**src/rtl/acq_pkg.sv**
```systemverilog
package acq_pkg;
  typedef enum logic [1:0] {
    ST_IDLE,
    ST_LOAD,
    ST_SHIFT
  } acq_state_e;

  // address bit fed by kept serial position j (j = 0 first kept bit)
  function automatic int perm_bit(input int j, input int stride, input int span);
    return 1 + ((j * stride) % span);
  endfunction
endpackage

```
**src/rtl/acq_seq.sv**
```systemverilog
module acq_seq #(
  parameter int FRAME_W   = 16,
  parameter int LOAD_CYC  = 2,
  parameter int SCLK_HALF = 2
) (
  input  logic clk_i,
  input  logic rst_ni,
  input  logic start_i,
  output logic load_no,
  output logic sclk_o,
  output logic sample_o,
  output logic done_o,
  output logic accept_o,
  output logic busy_o
);
  import acq_pkg::*;

  localparam int LD_CW  = (LOAD_CYC > 1) ? $clog2(LOAD_CYC) : 1;
  localparam int PH_CW  = (SCLK_HALF > 1) ? $clog2(SCLK_HALF) : 1;
  localparam int BIT_CW = (FRAME_W > 1) ? $clog2(FRAME_W) : 1;

  acq_state_e         state_q;
  logic [LD_CW-1:0]   ld_cnt_q;
  logic [PH_CW-1:0]   ph_cnt_q;
  logic [BIT_CW-1:0]  bit_cnt_q;
  logic               load_nq;
  logic               sclk_q;
  logic               phase_end;

  assign phase_end = (state_q == ST_SHIFT) && (ph_cnt_q == PH_CW'(SCLK_HALF - 1));
  assign sample_o  = phase_end && sclk_q;
  assign done_o    = phase_end && !sclk_q && (bit_cnt_q == BIT_CW'(FRAME_W - 1));
  assign accept_o  = (state_q == ST_IDLE) && start_i;
  assign busy_o    = (state_q != ST_IDLE);
  assign load_no   = load_nq;
  assign sclk_o    = sclk_q;

  always_ff @(posedge clk_i or negedge rst_ni) begin
    if (!rst_ni) begin
      state_q   <= ST_IDLE;
      ld_cnt_q  <= '0;
      ph_cnt_q  <= '0;
      bit_cnt_q <= '0;
      load_nq   <= 1'b1;
      sclk_q    <= 1'b1;
    end else begin
      unique case (state_q)
        ST_IDLE: begin
          if (start_i) begin
            state_q  <= ST_LOAD;
            ld_cnt_q <= '0;
            load_nq  <= 1'b0;
          end
        end
        ST_LOAD: begin
          if (ld_cnt_q == LD_CW'(LOAD_CYC - 1)) begin
            state_q   <= ST_SHIFT;
            load_nq   <= 1'b1;
            ph_cnt_q  <= '0;
            bit_cnt_q <= '0;
          end else begin
            ld_cnt_q <= ld_cnt_q + 1'b1;
          end
        end
        ST_SHIFT: begin
          if (phase_end) begin
            ph_cnt_q <= '0;
            sclk_q   <= ~sclk_q;
            if (!sclk_q) begin
              if (bit_cnt_q == BIT_CW'(FRAME_W - 1)) state_q <= ST_IDLE;
              else bit_cnt_q <= bit_cnt_q + 1'b1;
            end
          end else begin
            ph_cnt_q <= ph_cnt_q + 1'b1;
          end
        end
        default: state_q <= ST_IDLE;
      endcase
    end
  end


  load_after_start_chk: assert property (@(posedge clk_i) disable iff (!rst_ni)
    $fell(load_no) |-> $past(start_i));


  sclk_idle_during_load_chk: assert property (@(posedge clk_i) disable iff (!rst_ni)
    !load_no |-> sclk_o);


  no_reload_when_busy_chk: assert property (@(posedge clk_i) disable iff (!rst_ni)
    (busy_o && !done_o) |=> !$fell(load_no));
endmodule

```
**src/rtl/acq_rx.sv**
```systemverilog
module acq_rx #(
  parameter int CAP_W = 15
) (
  input  logic             clk_i,
  input  logic             sample_i,
  input  logic             sdata_i,
  output logic [CAP_W-1:0] frame_o
);
  logic [CAP_W-1:0] rx_q;

  // no preset: leading spare slots fall off the top
  always_ff @(posedge clk_i) begin
    if (sample_i) rx_q <= {rx_q[CAP_W-2:0], sdata_i};
  end

  assign frame_o = rx_q;
endmodule

```
**src/rtl/acq_unscramble.sv**
```systemverilog
module acq_unscramble #(
  parameter int ADDR_W = 16,
  parameter int STRIDE = 7
) (
  input  logic [ADDR_W-2:0] frame_i,
  input  logic              lsb_i,
  output logic [ADDR_W-1:0] addr_o
);
  localparam int CAP_W = ADDR_W - 1;

  assign addr_o[0] = lsb_i;

  for (genvar j = 0; j < CAP_W; j++) begin : g_map
    assign addr_o[acq_pkg::perm_bit(j, STRIDE, CAP_W)] = frame_i[CAP_W-1-j];
  end
endmodule

```
**src/rtl/addr_capture.sv**
```systemverilog
module addr_capture #(
  parameter int ADDR_W    = 16,
  parameter int REG_W     = 8,
  parameter int NUM_REGS  = 2,
  parameter int LOAD_CYC  = 2,
  parameter int SCLK_HALF = 2,
  parameter int STRIDE    = 7,
  parameter int PAGE_W    = 4
) (
  input  logic              clk_i,
  input  logic              rst_ni,
  input  logic              start_i,
  input  logic              lsb_i,
  input  logic              sdata_i,
  output logic              load_no,
  output logic              sclk_o,
  output logic              busy_o,
  output logic              valid_o,
  output logic [ADDR_W-1:0] addr_o,
  output logic [PAGE_W-1:0] page_o
);
  localparam int FRAME_W = REG_W * NUM_REGS;
  localparam int CAP_W   = ADDR_W - 1;

  logic              sample, done, accept;
  logic              lsb_q;
  logic [CAP_W-1:0]  frame;
  logic [ADDR_W-1:0] addr_n;
  logic [ADDR_W-1:0] addr_q;
  logic              valid_q;

  acq_seq #(
    .FRAME_W  (FRAME_W),
    .LOAD_CYC (LOAD_CYC),
    .SCLK_HALF(SCLK_HALF)
  ) u_seq (
    .clk_i   (clk_i),
    .rst_ni  (rst_ni),
    .start_i (start_i),
    .load_no (load_no),
    .sclk_o  (sclk_o),
    .sample_o(sample),
    .done_o  (done),
    .accept_o(accept),
    .busy_o  (busy_o)
  );

  acq_rx #(.CAP_W(CAP_W)) u_rx (
    .clk_i   (clk_i),
    .sample_i(sample),
    .sdata_i (sdata_i),
    .frame_o (frame)
  );

  acq_unscramble #(.ADDR_W(ADDR_W), .STRIDE(STRIDE)) u_unscr (
    .frame_i(frame),
    .lsb_i  (lsb_q),
    .addr_o (addr_n)
  );

  always_ff @(posedge clk_i or negedge rst_ni) begin
    if (!rst_ni) begin
      lsb_q   <= 1'b0;
      addr_q  <= '0;
      valid_q <= 1'b0;
    end else begin
      if (accept) lsb_q <= lsb_i;
      if (done) addr_q <= addr_n;
      valid_q <= done;
    end
  end

  assign addr_o  = addr_q;
  assign page_o  = addr_q[ADDR_W-1 -: PAGE_W];
  assign valid_o = valid_q;


  valid_single_cycle_chk: assert property (@(posedge clk_i) disable iff (!rst_ni)
    valid_o |=> !valid_o);


  addr_hold_chk: assert property (@(posedge clk_i) disable iff (!rst_ni)
    !valid_o |-> $stable(addr_o));


  idle_at_valid_chk: assert property (@(posedge clk_i) disable iff (!rst_ni)
    valid_o |-> !busy_o);
endmodule

```
**config.mk**
```make
export PLATFORM = sky130hd
export DESIGN_NAME = addr_capture
export DESIGN_NICKNAME = d
export VERILOG_FILES = /design/src/rtl/acq_pkg.sv /design/src/rtl/acq_seq.sv /design/src/rtl/acq_rx.sv /design/src/rtl/acq_unscramble.sv /design/src/rtl/addr_capture.sv
export SDC_FILE = /design/constraint.sdc
export NUM_CORES = 1
export LEC_CHECK = 0
export BUFFER_PORTS_ARGS = -buffer_cell sky130_fd_sc_hd__buf_2
export CAP_MARGIN = 20
export CORE_ASPECT_RATIO = 0.5
export CORE_MARGIN = 5
export CORE_UTILIZATION = 33
export DETAILED_ROUTE_END_ITERATION = 12
export GPL_TIMING_DRIVEN = 0
export HOLD_SLACK_MARGIN = 0.02
export SLEW_MARGIN = 20
export SYNTH_ARGS = -nofsm -noshare
export SYNTH_HDL_FRONTEND = slang
export SYNTH_SLANG_ARGS = --single-unit
```
**constraint.sdc**
```tcl
create_clock -name clk_i -period 2 [get_ports clk_i]
set_input_delay 0.4 -clock clk_i [delete_from_list [all_inputs] [get_ports clk_i]]
set_output_delay 0.4 -clock clk_i [all_outputs]
set_load 0.05 [all_outputs]
```
-- Yosys cells after proc, flatten, opt, wreduce, memory -nomap -nowiden
Cells that the tools add are included.
- register bits after elaboration: 43
- output and inout port bits: 24
- logic and storage cells: 58
- bits of input ports: 5
- bitwise logic cells: 1
- eq/ne operators: 9
- $add $sub $neg: 3
- mux-type cells: 19
- reduce and logical (&&, ||, !) cells: 16
- operators with widths (operator ; count):
    4-bit two-way mux ; 4
    2-bit two-way mux ; 5
    5-bit AND reduction ; 2
    2-bit inequality test, second input constant ; 4
    4-bit one-hot mux with 2 select lines ; 1
    1-bit one-hot mux with 2 select lines ; 3
    2-bit one-hot mux with 3 select lines ; 1
    2-bit AND reduction ; 3
    2-bit nonzero test ; 3
    1-bit logical AND ; 5
    1-bit two-way mux ; 5
    4-bit by 1-bit adder with 4-bit output, second input constant ; 1
    4-bit == test, second input constant ; 1
    2-bit by 1-bit inequality test with 1-bit output, second input constant ; 2
    3-bit AND reduction ; 1
    1-bit adder, second input constant ; 2
    2-bit by 1-bit == test with 1-bit output, second input constant ; 1
    2-bit == test, second input constant ; 1
    2-bit zero test ; 1
    1-bit zero test ; 1
    1-bit NOT ; 1

-- Depth between registers and ports, before layout
Gate-level depths: netlist of run 1.
- word-level depth: 5
- gate-level depth with buffers: 5
- depth with buffers taken out: 4

-- By module
From an unflattened synthesis of run 1, not the netlist that was laid out.
- cells, all modules: 128
- area total of the unflattened synthesis: 1858.0 um^2
- modules (own cells, without submodules) (module ; cells an instance ; sequential area each (um^2) ; times used ; area an instance (um^2)):
    addr_capture ; 41 ; 450.4 ; 1 ; 740.7
    acq_seq ; 56 ; 252.7 ; 1 ; 546.8
    acq_rx ; 15 ; 450.4 ; 1 ; 450.4
    acq_unscramble ; 16 ; 0.0 ; 1 ; 120.1

-- Least setup slack after synthesis of run 1
No wires, ideal clock.
- kind: reg-to-reg
- from: reg u_seq.sclk_q, in the netlist u_seq.sclk_o
- to: reg u_rx.rx_q[0], in the netlist u_rx.frame_o[0], enable pin
- cell stages (with the launch flop): 3
- data arrival time: 1.490 ns
- data required time: 1.628 ns
- path buffers: 1
- path slack: 0.138 ns
- setup time: 0.372 ns
- clock period less this slack: 1.862 ns
- cell sequence: dfstp_2 > clkbuf_1 > and3_1
- word-level cells in the longest chain between the ends: 1
- ends and longest elaborated chain (what ; line ; text):
    from (decl) ; acq_seq.sv:27 ; logic sclk_q;
    from (signal assigned) ; acq_seq.sv:68 ; sclk_q <= ~sclk_q;
    1-bit logical AND ; acq_seq.sv:31 ; assign sample_o = phase_end && sclk_q;
    via sample ; addr_capture.sv:25 ; logic sample, done, accept;
    to (signal assigned) ; acq_rx.sv:13 ; if (sample_i) rx_q <= {rx_q[CAP_W-2:0], sdata_i};
    to (decl) ; acq_rx.sv:9 ; logic [CAP_W-1:0] rx_q;
The timed path passes the listed nets, and every way through them passes these cells.
A chain may end at the register's enable or synchronous reset.

-- Worst setup path in the final report of run 1
- from: reg u_seq.sclk_q, in the netlist u_seq.sclk_o
- to: reg u_rx.rx_q[4], in the netlist u_rx.frame_o[4], enable pin
Same word-level chain as after synthesis.

==> reports/metrics.yaml, run 1 <==
outcome: "finished, final reports clean"
synthCells: 110
synth_top_area_cell: "dfrtp_1"
dr.pass1.iters: 3
synth_area_mm2: 0.00173
die_height_um: 61.1
synth.distinct_cells: 32
ant_nets: 0
worst-path-buf-inv: 1
r2r_start: "u_seq.sclk_o"
slew-limit-headroom_pct: 53.1
n_antenna_cell: 0
gp_congestion: 0.713
cts_resized: 0
crit_required_ps: 1920
multi_input_area_um2: 503
cp.arrival_ps: 1810
rr_worst_depth: 2
area_growth_pct: 20.9
hold_violations: 0
hp-class: "input port to asynchronous set/reset pin"
rsz0062_at_grt: "no"
clock_skew_ps: 10.4
die-area_mm2: 0.00686
first_global_vias: 1022
finalCriticalPeriod_ps: 1890
wirelength_um: 2820
final_util_pct: 41.7
cts_setup_buffers: 0
yosysMostFrequentCell: "dfrtp_1"
regArea_mm2: 0.00115
synth_edf_count: 15
coreArea_mm2: 0.00500
reg2reg_slack_ps: 110
timing.rr.end: "u_rx.frame_o[4]"
ys_ff_latch: 43
cp_cell_sequence: "clkbuf_1 -> and3_1"
die_w_um: 112
drt_iter0_drc: 47
worst_pin_slew_ps: 703
setup_violations: 0
synth_seq_area_share_pct: 66.9
crit_type: "register to register"
ir_worst_vdd_v: 0.000493
cp-start-kind: "register"
antenna_found_initial: 0
routedWlPerCell_um: 13.0
synth_commonest_cells: "26 x dfrtp_1, 15 x edfxtp_1, 9 x mux2_4"
grt_max_degree: 29
grt_use_met1_pct: 10.6
clk_latency_ps: 290
setup_tns_ps: 0
crit_family: "simple AND/OR/NAND/NOR gates"
syn-num-nets: 116
nFillCells: 482
cp_max_fo: 15
vias_per_cell: 4.40
via_count: 951
grt_use_met2_pct: 15.9
drc: 0
end_kind: "register"
async_flop_share_pct: 65.1
grt_pass1_wl_um: 4860
synth_top_area_share_pct: 37.7
h-tree-depth: 2
dp_hpwl_um: 1960
synthFlopType: "dfrtp_1"
fmax_mhz: 529
min_period_over_period_pct: 94.5
clkTransAtPathRegs_ps: 80
cts_buffers: 5
cts_tree: "yes"
pin_count: 29
maxCapViolations: 0
start_util_pct: 34.5
drive_gt1_share_pct: 43.2
grt-ovfl-total: 0
p_leak_nw: 0.994
nets: 151
cts.sinks: 43
syn_avg_cell_area_um2: 15.7
drv_slew: 0
slowest_delay_ps: 690
synth_area_leaders: "dfrtp_1 38%, edfxtp_1 26%, mux2_4 7.8%, mux2_2 5.2%, dfstp_2 3.0%"
portBuffers: 28
grt_busiest_layer: "met2"
grtUsageMet3_pct: 3.73
holdBufCountCts: 0
fp-row-count: 18
clockBufferDepth: 2
powerDensity_mw_per_mm2: 1150
track_usage_pct: 9.20
crit_path_top_delay_cell: "and3_1"
cts_root_buf: "clkbuf_8"
yosys_warnings: 0
## flip-flops by register name, indices dropped and copies added, names as in the netlist
| register | flops |
|---|---|
| valid_o | 1 |
| lsb_q | 1 |
| u_seq.ld_cnt_q | 1 |
| u_seq.ph_cnt_q | 1 |
| u_seq.load_no | 1 |
| addr_o | 16 |
| u_seq.bit_cnt_q | 4 |
| u_seq.sclk_o | 1 |
| u_rx.frame_o | 15 |
| u_seq.state_q | 2 |
## layer usage
layer  vias to the layer above  wire [um]  part of all wire [%]
li1                        459          -                     -
met3                         2        133                   4.7
met5                         -          0                     0
met1                       477       1240                    44
met2                        13       1400                    50
met4                         0         36                   1.3
## worst reg2reg max path: stages, from the launching register on
cell	delay (ps)
dfstp_2	530
clkbuf_1	310
and3_1	690
## cell usage in the layout, fill, tap and decap left out, drive strengths merged, types with 2 or more instances in the layout
master / synthesis / routed
inv: 2 / 2
nor2: 3 / 3
clkbuf: 1 / 7
buf: 6 / 34
o21ai: 3 / 3
mux2: 17 / 17
nand3: 4 / 4
bufinv: 0 / 2
a21oi: 4 / 4
mux2i: 2 / 2
nand3b: 2 / 2
dfstp: 2 / 2
nand2: 6 / 6
nand2b: 2 / 2
edfxtp: 15 / 15
and3: 2 / 2
dfrtp: 26 / 26
## per-stage QoR
| step | cells | hold slack, ps | total power, W | instance area [um2] | worst slack [ps] |
|---|---|---|---|---|---|
| floorplan | 110 | 104 | 0.00154 | 1730 | 138 |
| global placement | 208 | 424 | 0.00164 | 1950 | 123 |
| detailed placement | 208 | 433 | 0.00166 | 1950 | 85.7 |
| CTS | 216 | 146 | 0.00244 | 2090 | 61.9 |
| global route | 216 | 177 | 0.00255 | 2090 | 15.7 |
| finish | 216 | 128 | 0.00241 | 2090 | 109 |
## how the worst max path moves through the flow
stage,startpoint,to,slack (ps),depth (start not counted)
6_report,u_seq.sclk_o,u_rx.frame_o[4],110,2
5_1_grt,u_seq.sclk_o,u_rx.frame_o[4],20,2
4_1_cts,u_seq.sclk_o,u_rx.frame_o[2],60,2
3_5_place_dp,u_seq.sclk_o,u_rx.frame_o[14],90,2
3_3_place_gp,u_seq.sclk_o,u_rx.frame_o[14],120,2
2_1_floorplan,u_seq.sclk_o,u_rx.frame_o[0],140,2
## area by class of cell
class	count	share of cell area, %
repair buffers	28	6.72
clock buffers	6	3.48
multi-input cells	58	24.1
clock inverters	2	2.88
well taps	70	4.20
inverters	2	0.360
flip-flops and latches	43	55.3
plain buffers	7	2.94
## where the power goes
group          internal, W  switching [W]  total [W]  leakage [nW]
clock network     0.000499       0.000276   0.000775        0.0654
logic             0.000176       0.000311   0.000487         0.422
registers          0.00105      0.0000923    0.00114         0.507
## kinds of logic after synthesis
family	share of synthesized area [%]
compound gates	3.70
xor+xnor	0.508
fa+ha+maj	0.725
buf+inv	3.99
flops	66.9
mux	14.2
simple gates	10.0
Note: power is estimated with default switching activity, not from simulation.
==> run 2: changes to the inputs <==
--- a/config.mk
+++ b/config.mk
@@ -13,6 +13,7 @@
 export DETAILED_ROUTE_END_ITERATION = 12
 export GPL_TIMING_DRIVEN = 0
 export HOLD_SLACK_MARGIN = 0.02
+export SETUP_SLACK_MARGIN = 0.15
 export SLEW_MARGIN = 20
 export SYNTH_ARGS = -nofsm -noshare
 export SYNTH_HDL_FRONTEND = slang
==> run 2 against run 1 <==
Design area grew 0.18%. Global-route usage down 0.31 points. Wire length grew 2.0%. Clock-buffer cell count fell by 1. Die area unchanged. Setup slack improved by 190 ps. Register-to-register slack gained 190 ps. Critical path type unchanged. Highest routed layer unchanged.
==> reports/metrics.yaml, run 2 (same netlist as run 1, synthesis figures left out) <==
powerDensity_mw_per_mm2: 1110
vias_per_cell: 4.41
final_cell_mix: "28 x buf_2, 26 x dfrtp_1, 15 x edfxtp_1, 9 x mux2_4"
place_area_mm2: 0.00195
drive_gt1_share_pct: 45.6
final_util_pct: 41.8
clockBufferDepth: 2
maxCapViolations: 0
cts.sinks: 43
hp-class: "input port to asynchronous set/reset pin"
fmax_mhz: 588
ant_nets: 0
drc: 0
crit_type: "register to register"
min_period_over_period_pct: 85.0
clock_skew_ps: 7.85
p_leak_nw: 1.00
cp.arrival_ps: 1880
portBuffers: 28
worst_pin_slew_ps: 630
track_usage_pct: 8.89
die_w_um: 112
clk_latency_ps: 300
grt_max_degree: 29
cp_max_fo: 4
layout.cells.non_filler: 219
largest_reg_flops: 16
fp-row-count: 18
hold_violations: 0
final_area_mm2: 0.00209
grt_pass1_wl_um: 4630
pin_count: 29
die_height_um: 61.1
ir_worst_vdd_v: 0.000365
dr.pass1.iters: 3
gp_congestion: 0.691
cp-start-kind: "register"
cts_buffers: 5
setup_tns_ps: 0
finalCriticalPeriod_ps: 1700
nets: 154
drt_iter0_drc: 36
final_common_cell: "buf_2"
nFillCells: 478
crit_required_ps: 2180
die-area_mm2: 0.00686
start_util_pct: 34.5
setup_violations: 0
clkTransAtPathRegs_ps: 80
first_global_vias: 924
antenna_found_initial: 0
routedWlPerCell_um: 13.1
dp_hpwl_um: 1910
end_kind: "register"
area_growth_pct: 21.1
coreArea_mm2: 0.00500
via_count: 965
place_inst: 208
wirelength_um: 2870
cts_tree: "yes"
grt-ovfl-total: 0
cts_resized: 0
cts_root_buf: "clkbuf_8"
outcome: "finished, final reports clean"
rsz0062_at_grt: "no"
h-tree-depth: 2
drv_slew: 0
slew-limit-headroom_pct: 58.0
n_antenna_cell: 0
==> run 2: changes by cell type in the layout (fill, tap and decap cells not counted), sizes merged <==
cell	before	now
bufinv	2	1
clkinv	0	2
clkbuf	7	6
buf	34	37
==> run 2: power by group <==
| group | switching (W) | internal (W) | total (W) |
|---|---|---|---|
| Sequential | 0.0000964 | 0.00105 | 0.00115 |
| Clock | 0.000310 | 0.000372 | 0.000682 |
| Combinational | 0.000311 | 0.000175 | 0.000486 |
| Total | 0.000717 | 0.00160 | 0.00232 |
==> run 2: final cells by class <==
type	count	area (um2)	share of cell area, %
inverters	2	7.51	0.359
clock buffers	5	68.8	3.29
repair buffers	31	163	7.78
plain buffers	7	61.3	2.93
well taps	70	87.6	4.19
clock inverters	3	43.8	2.10
flip-flops and latches	43	1150	55.2
multi-input cells	58	504	24.1
==> run 2: worst paths after layout <==
kind                       slack [ps]  cells after the start         endpoint               start
max reg2reg                       300                      5        addr_o[3]  u_seq.bit_cnt_q[0]
max in group asynchronous        1470                      1       addr_o[11]              rst_ni
max                               300                      5        addr_o[3]  u_seq.bit_cnt_q[0]
min                               110                      1   u_seq.ld_cnt_q              rst_ni
min in group clk_i                280                      1  u_rx.frame_o[0]             sdata_i
min reg2reg                       450                      0  u_rx.frame_o[5]     u_rx.frame_o[4]
==> run 2: per-stage QoR <==
step,hold slack (ps),worst slack [ps],total power (W)
6_report,112,300,0.00232
5_1_grt,176,213,0.00245
4_1_cts,139,152,0.00234
3_5_place_dp,435,170,0.00166
3_3_place_gp,425,164,0.00164
2_1_floorplan,104,299,0.00154
==> run 2: per-layer routing <==
layer | global-route usage (%) | wire length, um | vias up
met5 | 0 | 0 | -
li1 | - | - | 464
met4 | 4.11 | 44 | 0
met1 | 11.5 | 1400 | 482
met2 | 13.8 | 1310 | 15
met3 | 3.04 | 113 | 4
==> run 2: worst max-delay path: stages, from the launching register on <==
cell,delay (ps)
dfrtp_1,400
ha_1,210
nand3_1,150
nor3_4,300
buf_4,200
mux2_2,330
==> run 2: timing repair <==
action,4_1_cts,5_1_grt
buffers inserted,0,3
hold buffers,0,0
setup endpoints to repair,0,9
